[src/rtl/tlb_nru.sv]
module tlb_nru #(
  parameter int N     = 8,
  parameter int VA_W  = 32,
  parameter int OFF_W = 12,
  parameter int PFN_W = 20
) (
  input  logic                   clk,
  input  logic                   rst_n,
  input  logic                   req_valid,
  input  logic                   req_write,
  input  logic [VA_W-1:0]        req_vaddr,
  output logic                   req_hit,
  output logic [PFN_W+OFF_W-1:0] req_paddr,
  output logic                   fault_valid,
  output logic [VA_W-OFF_W-1:0]  fault_vpn,
  input  logic                   fill_valid,
  output logic                   fill_ready,
  input  logic [VA_W-OFF_W-1:0]  fill_vpn,
  input  logic [PFN_W-1:0]       fill_pfn,
  output logic                   wb_valid,
  input  logic                   wb_ready,
  output logic [VA_W-OFF_W-1:0]  wb_vpn,
  output logic [PFN_W-1:0]       wb_pfn
);
  localparam int VPN_W = VA_W - OFF_W;
  localparam int IDX_W = (N > 1) ? $clog2(N) : 1;

  logic [N-1:0]     vld, rf, dty, vld_n, rf_n, dty_n;
  logic [VPN_W-1:0] tag [N];
  logic [PFN_W-1:0] frm [N];

  logic             busy;
  logic [IDX_W-1:0] pend_idx;
  logic [VPN_W-1:0] pend_vpn;
  logic [PFN_W-1:0] pend_pfn;

  logic             hit_any, free_any, nru_any;
  logic [IDX_W-1:0] hit_idx, free_idx, nru_idx, victim, ins_idx;
  logic [VPN_W-1:0] req_vpn;

  assign req_vpn = req_vaddr[VA_W-1:OFF_W];

  always_comb begin
    hit_any = 1'b0;  hit_idx  = '0;
    free_any = 1'b0; free_idx = '0;
    nru_any = 1'b0;  nru_idx  = '0;
    for (int i = N - 1; i >= 0; i--) begin
      if (vld[i] && tag[i] == req_vpn) begin
        hit_any = 1'b1; hit_idx = IDX_W'(i);
      end
      if (!vld[i]) begin
        free_any = 1'b1; free_idx = IDX_W'(i);
      end
      if (vld[i] && !rf[i]) begin
        nru_any = 1'b1; nru_idx = IDX_W'(i);
      end
    end
  end

  logic idle, accept, clear_all, vic_dirty, do_ins;

  assign idle       = !busy;
  assign accept     = fill_valid && idle;
  assign clear_all  = !free_any && !nru_any;
  assign victim     = free_any ? free_idx : (nru_any ? nru_idx : '0);
  assign vic_dirty  = vld[victim] && dty[victim];
  assign do_ins     = (accept && !vic_dirty) || (busy && wb_ready);
  assign ins_idx    = busy ? pend_idx : victim;

  assign req_hit     = req_valid && hit_any && idle;
  assign req_paddr   = req_hit ? {frm[hit_idx], req_vaddr[OFF_W-1:0]} : '0;
  assign fault_valid = req_valid && !hit_any && idle;
  assign fault_vpn   = req_vpn;
  assign fill_ready  = idle;
  assign wb_valid    = busy;
  assign wb_vpn      = tag[pend_idx];
  assign wb_pfn      = frm[pend_idx];

  always_comb begin
    vld_n = vld;
    rf_n  = rf;
    dty_n = dty;
    if (accept && clear_all) rf_n = '0;
    if (req_hit) begin
      rf_n[hit_idx] = 1'b1;
      if (req_write) dty_n[hit_idx] = 1'b1;
    end
    if (do_ins) begin
      vld_n[ins_idx] = 1'b1;
      rf_n[ins_idx]  = 1'b0;
      dty_n[ins_idx] = 1'b0;
    end
  end

  always_ff @(posedge clk) begin
    if (!rst_n) begin
      vld      <= '0;
      rf       <= '0;
      dty      <= '0;
      busy     <= 1'b0;
      pend_idx <= '0;
      pend_vpn <= '0;
      pend_pfn <= '0;
    end else begin
      vld <= vld_n;
      rf  <= rf_n;
      dty <= dty_n;
      if (accept && vic_dirty) begin
        busy     <= 1'b1;
        pend_idx <= victim;
        pend_vpn <= fill_vpn;
        pend_pfn <= fill_pfn;
      end else if (busy && wb_ready) begin
        busy <= 1'b0;
      end
    end
  end

  always_ff @(posedge clk) begin
    if (do_ins) begin
      tag[ins_idx] <= busy ? pend_vpn : fill_vpn;
      frm[ins_idx] <= busy ? pend_pfn : fill_pfn;
    end
  end
endmodule

[config.mk]
export PLATFORM = sky130hd
export DESIGN_NAME = tlb_nru
export DESIGN_NICKNAME = d
export VERILOG_FILES = /design/src/rtl/tlb_nru.sv
export SDC_FILE = /design/constraint.sdc
export NUM_CORES = 1
export LEC_CHECK = 0
export ABC_CLOCK_PERIOD_IN_PS = 13200
export BUFFER_PORTS_ARGS = -buffer_cell sky130_fd_sc_hd__buf_2
export CORE_MARGIN = 2
export CORE_UTILIZATION = 67
export CTS_BUF_LIST = sky130_fd_sc_hd__clkbuf_8
export CTS_CLUSTER_SIZE = 40
export DETAILED_ROUTE_END_ITERATION = 8
export HOLD_SLACK_MARGIN = 0.1
export PLACE_DENSITY = 0.89
export SYNTH_ARGS = -nofsm -noshare
export SYNTH_HDL_FRONTEND = slang
export SYNTH_SLANG_ARGS = --single-unit
[constraint.sdc]
create_clock -name clk -period 13.2 [get_ports clk]
set_clock_uncertainty 0.1 [all_clocks]
set_input_delay 3.3 -clock clk [delete_from_list [all_inputs] [get_ports clk]]
set_output_delay 3.3 -clock clk [all_outputs]
set_load 0.02 [all_outputs]
Word level (Yosys, flattened, before mapping). Memory sizes are Yosys's and may differ from the RTL's. A register that Yosys moved wholly into a read port is not among the register bits. Index checks and enable logic that the tools add are counted.

Input port bits: 78. Memories: 2. RAM bits: 320. Bits in registers: 68. ROM bits: 0. Logic and storage cells: 148. Latch bits: 0. Output and inout bits: 96.

Memory list: frm (depth 8, bits a word 20, read ports 2, clocked after Yosys merged registers in 1, write ports 1, RTL line 30) `logic [PFN_W-1:0] frm [N];`; tag (depth 8, bits a word 20, read ports 9, clocked after Yosys merged registers in 1, write ports 1, RTL line 29) `logic [VPN_W-1:0] tag [N];`.

$lt $le $gt $ge: 5. Bitwise logic cells: 6. Eq/ne operators: 8. Shifts and indexed selects: 0. Muxes and demuxes: 76. Reductions and logical operators: 44. $add $sub $neg: 0. $mul: 0. Divide/modulo/power cells: 0.

Operators with widths (number): 20-bit == test (8); 3-bit two-way mux (31); 8-bit two-way mux (6); 20-bit two-way mux (2); 1-bit two-way mux (32); 32-bit two-way mux (1); 1-bit logical AND (29); 8-bit bitwise OR (3); 8-bit AND (2); 1-bit zero test (13); 3-bit by 4-bit < comparator with 1-bit output, second input constant (3); 8-bit inverter (1); 1-bit binary-select mux with 3-bit select (2); 1-bit demux with 3-bit select (2); 3-bit by 1-bit greater-or-equal comparator with 1-bit output, second input constant (2); 2-bit nonzero test (1); 1-bit logical OR (1).

Longest topological paths before layout.
Depth in word-level cells: 20. Depth in mapped cells: 12.

Least setup slack after synthesis. Ideal clock, no wire load.

Path kind: input to output. Start point: input req_vaddr[28]. End point: output req_paddr[30]. Data required time: 9.800 ns. Stages on the path: 10. Path slack: 4.347 ns. Path buffers: 2. Arrival time: 5.453 ns. Path through: buf_4 > xor2_1 > nor4_1 > nand4_1 > nor4_4 > or2_2 > o41a_2 > o211ai_1 > buf_2 > o22ai_1.

Word-level cells in the longest chain between the ends: 13. Elaborated cells on any way between the ends: 36.

Ends and longest elaborated chain: start: declaration (RTL line 11) `input logic [VA_W-1:0] req_vaddr,`; branches (longest 12 deep; another with memory 8 x 20 bit); 32-bit two-way mux * (RTL line 71) `assign req_paddr = req_hit ? {frm[hit_idx], req_vaddr[OFF_W-1:0]} : '0;`; end: declaration (RTL line 13) `output logic [PFN_W+OFF_W-1:0] req_paddr,`.

Every way passes the cells marked *.

Final worst setup path.
Start point: input req_vaddr[21]. End point: output req_paddr[25].

Same word-level chain as after synthesis.

==> results.yml <==
cts:
  cts_tree: "built"
  insertion_delay_ns: 0.60
  cts_made_buffers: 57
  h-tree-depth: 2
  ctsHoldBuffers: 0
  cts_buffer_depth: 3
  post-cts-setup-buffers: 0
  cts-root-buf: "clkbuf_8"
  cts_sinks: 391
  cts_resized: 0
  clk_pin_slew_ns: 0.07
synthesis:
  synth-simple-area-share: 0.0624
  synth_fa_ha_area_frac: 0
  synth_edf_count: 320
  ys_ff_latch: 391
  synth_top_area_frac: 0.514
  syn_area_per_cell_um2: 15.3
  yosys.area_share.xor_xnor: 0.0749
  netlist_area_um2: 18700
  muxShareOfSynthArea: 0.170
  synth.distinct_cells: 62
  netlist_top_cells_count: "320 x edfxtp_1, 97 x xnor2_1, 82 x mux2_2, 80 x mux4_2, 71 x dfxtp_1"
  syn_nets: 1304
  synth_top_area_cell: "edfxtp_1"
  synth.area.top_cells: "edfxtp_1 51%, mux4_2 9.6%, dfxtp_1 7.6%"
  yosysMostFrequentCell: "edfxtp_1"
  synth_warnings: 0
  synthCells: 1226
  synth-compound-area-share: 0.0675
  async_flop_share: 0
  ys_seq_area_frac: 0.590
  synth_ff_type: "edfxtp_1"
  synth_top_family_by_area: "multiplexers"
placement:
  dp_hpwl_um: 30300
  numPortBuffers: 173
  dp_cells: 1696
  placed_area_um2: 19600
  pre_cts_slack_ns: 2.95
  place_congestion: 0.981
final_layout:
  finalNonFillerCells: 1804
  fillers: 1635
  design_area_um2: 20800
  ff_latch_area_um2: 11000
  multi_input_area_um2: 7060
  final_nets: 1455
  area_delta_synth_final_pct: 11.3
  drive_above_1_share: 0.328
pwr:
  p_per_area_nw_per_um2: 122
  ir_drop_mv: 0.0730
  leakagePower_uw: 0.00685
floorplan:
  core_um2: 27600
  rows: 61
  fp.dieH_um: 171
  die_width_um: 171
  initial_core_util: 0.677
  num_io_pins: 174
  dieArea_um2: 29300
setup_path:
  critPathLaunchType: "input pin"
  arrival_ns: 7.17
  required_ns: 9.80
  cp_cell_sequence: "buf_2 > xnor2_1 > nand4_1 > nor4_1 > nand4_1 > a21boi_0 > o21a_1 > o21ai_2 > nand2_1 > o22ai_1 > buf_2"
  crit_fanout: 20
  worst-setup-path-type: "input pin to output pin"
  cp_slowest_cell: "nand2_1"
  max_stage_delay_ns: 0.79
  end_kind: "output pin"
routing:
  wl_um: 48100
  drc: 0
  ant_nets: 0
  vias_per_cell: 6.72
  drt_iter0_drc: 1565
  vias: 12100
  firstDrtPassIters: 6
  avgRoutedWirePerCell_um: 26.7
sta:
  worst_pin_slew_ns: 1.14
  min_period_ns: 10.57
  drv_slew: 0
  finalWorstSetupSlack_ns: 2.63
  rsz0062_at_grt: "no"
  post-route-period-util: 0.801
  timing.slew.headroom: 0.238
  whs_ns: 0.358
  fmax_ghz: 0.0946
  hold_violations: 0
  final-setup-viol-count: 0
  fin_tns_setup_ns: 0
status:
  outcome: "completed"
global_routing:
  grt_pass1_vias: 11800
  antenna_found_initial: 2
  track_usage: 0.332
  grt_start_max_net_pins: 65
  grt_overflow: 0
  grt_pass1_wl_um: 71100
flow_run:
  drv_cap: 0
hold_path:
  hold_path_class: "flip-flop to flip-flop"
==> final cells by class <==
type,count,area share
clock buffer,64,0.0423
inverter,11,0.00198
tap,378,0.0227
sequential,391,0.531
multi-input combinational,723,0.339
clock inverter,43,0.0141
antenna,1,0.000120
timing repair buffer,193,0.0488
==> sequential cells by signal (all words and copies together) (netlist names), named ones only <==
name and cells:
wb_valid 1, pend_vpn 20, vld 8, frm 160, tag 160, pend_pfn 20, pend_idx 3, rf 8
dty 8
==> worst paths after layout <==
check                           slack, ns  depth (start not counted)           from       endpoint
worst max-delay path                 2.63                         11  req_vaddr[21]  req_paddr[25]
worst min-delay path                 0.36                          2         dty[6]         dty[6]
worst max register to register       8.97                          8         vld[1]      tag[4][3]
worst min register to register       0.36                          2         dty[6]         dty[6]
==> cells by family after synthesis <==
family,after synthesis
flops,391
mux,207
simple gates,198
xor+xnor,160
compound gates,158
buf+inv,112
==> critical path: cells and delay by family <==
kind	cells	cell delay, ns
buf+inv	2	0.40
compound gates	4	1.23
xor+xnor	1	0.36
simple gates	4	1.86
==> layout by cell type (no fill, tap or decap), types with 3 or more instances in the layout <==
cell type / synthesis / final
buf_4: 38 / 20
o221ai_1: 40 / 40
nor2_4: 0 / 5
o211ai_1: 3 / 3
inv_1: 10 / 23
nand3_1: 10 / 10
bufinv_16: 0 / 4
a2bb2oi_1: 3 / 3
nor4_1: 19 / 19
xor2_1: 63 / 63
o21ai_0: 10 / 10
dfxtp_1: 71 / 67
and2_1: 13 / 13
buf_2: 21 / 173
mux2i_1: 45 / 45
o22ai_1: 20 / 20
nor2_1: 17 / 12
nand2b_1: 8 / 8
clkinv_1: 0 / 8
xnor2_1: 97 / 97
mux2_2: 82 / 82
nand4_1: 30 / 30
a21oi_1: 10 / 10
a31oi_1: 4 / 4
nand2_1: 25 / 25
o211a_1: 3 / 3
mux4_2: 80 / 80
o21a_1: 10 / 10
nor3_1: 7 / 5
clkinv_2: 0 / 16
clkbuf_8: 0 / 64
nor3b_1: 4 / 4
edfxtp_1: 320 / 320
o22a_1: 40 / 40
nor2b_1: 48 / 48
and3_1: 4 / 4
==> where the power goes <==
part	switching (uW)	internal (uW)	leakage, uW
clock network	466	525	0.000661
logic	108	67.7	0.00270
registers	11.3	1350	0.00348
total	586	1950	0.00685
==> per-stage QoR <==
stage	util	total power [uW]
2_1_floorplan	-	1500
3_3_place_gp	0.711	1560
3_5_place_dp	0.711	1560
4_1_cts	0.753	2530
5_1_grt	0.753	2590
6_report	0.753	2530
==> metal layers <==
| metal | vias up | global-route usage | wire length (um) |
|---|---|---|---|
| met3 | 101 | 0.0793 | 6060 |
| met5 | - | 0 | 7 |
| met2 | 895 | 0.522 | 22600 |
| li1 | 5103 | - | - |
| met4 | 2 | 0.0929 | 1190 |
| met1 | 6028 | 0.469 | 18200 |
Power figures use the tool's default switching activity.
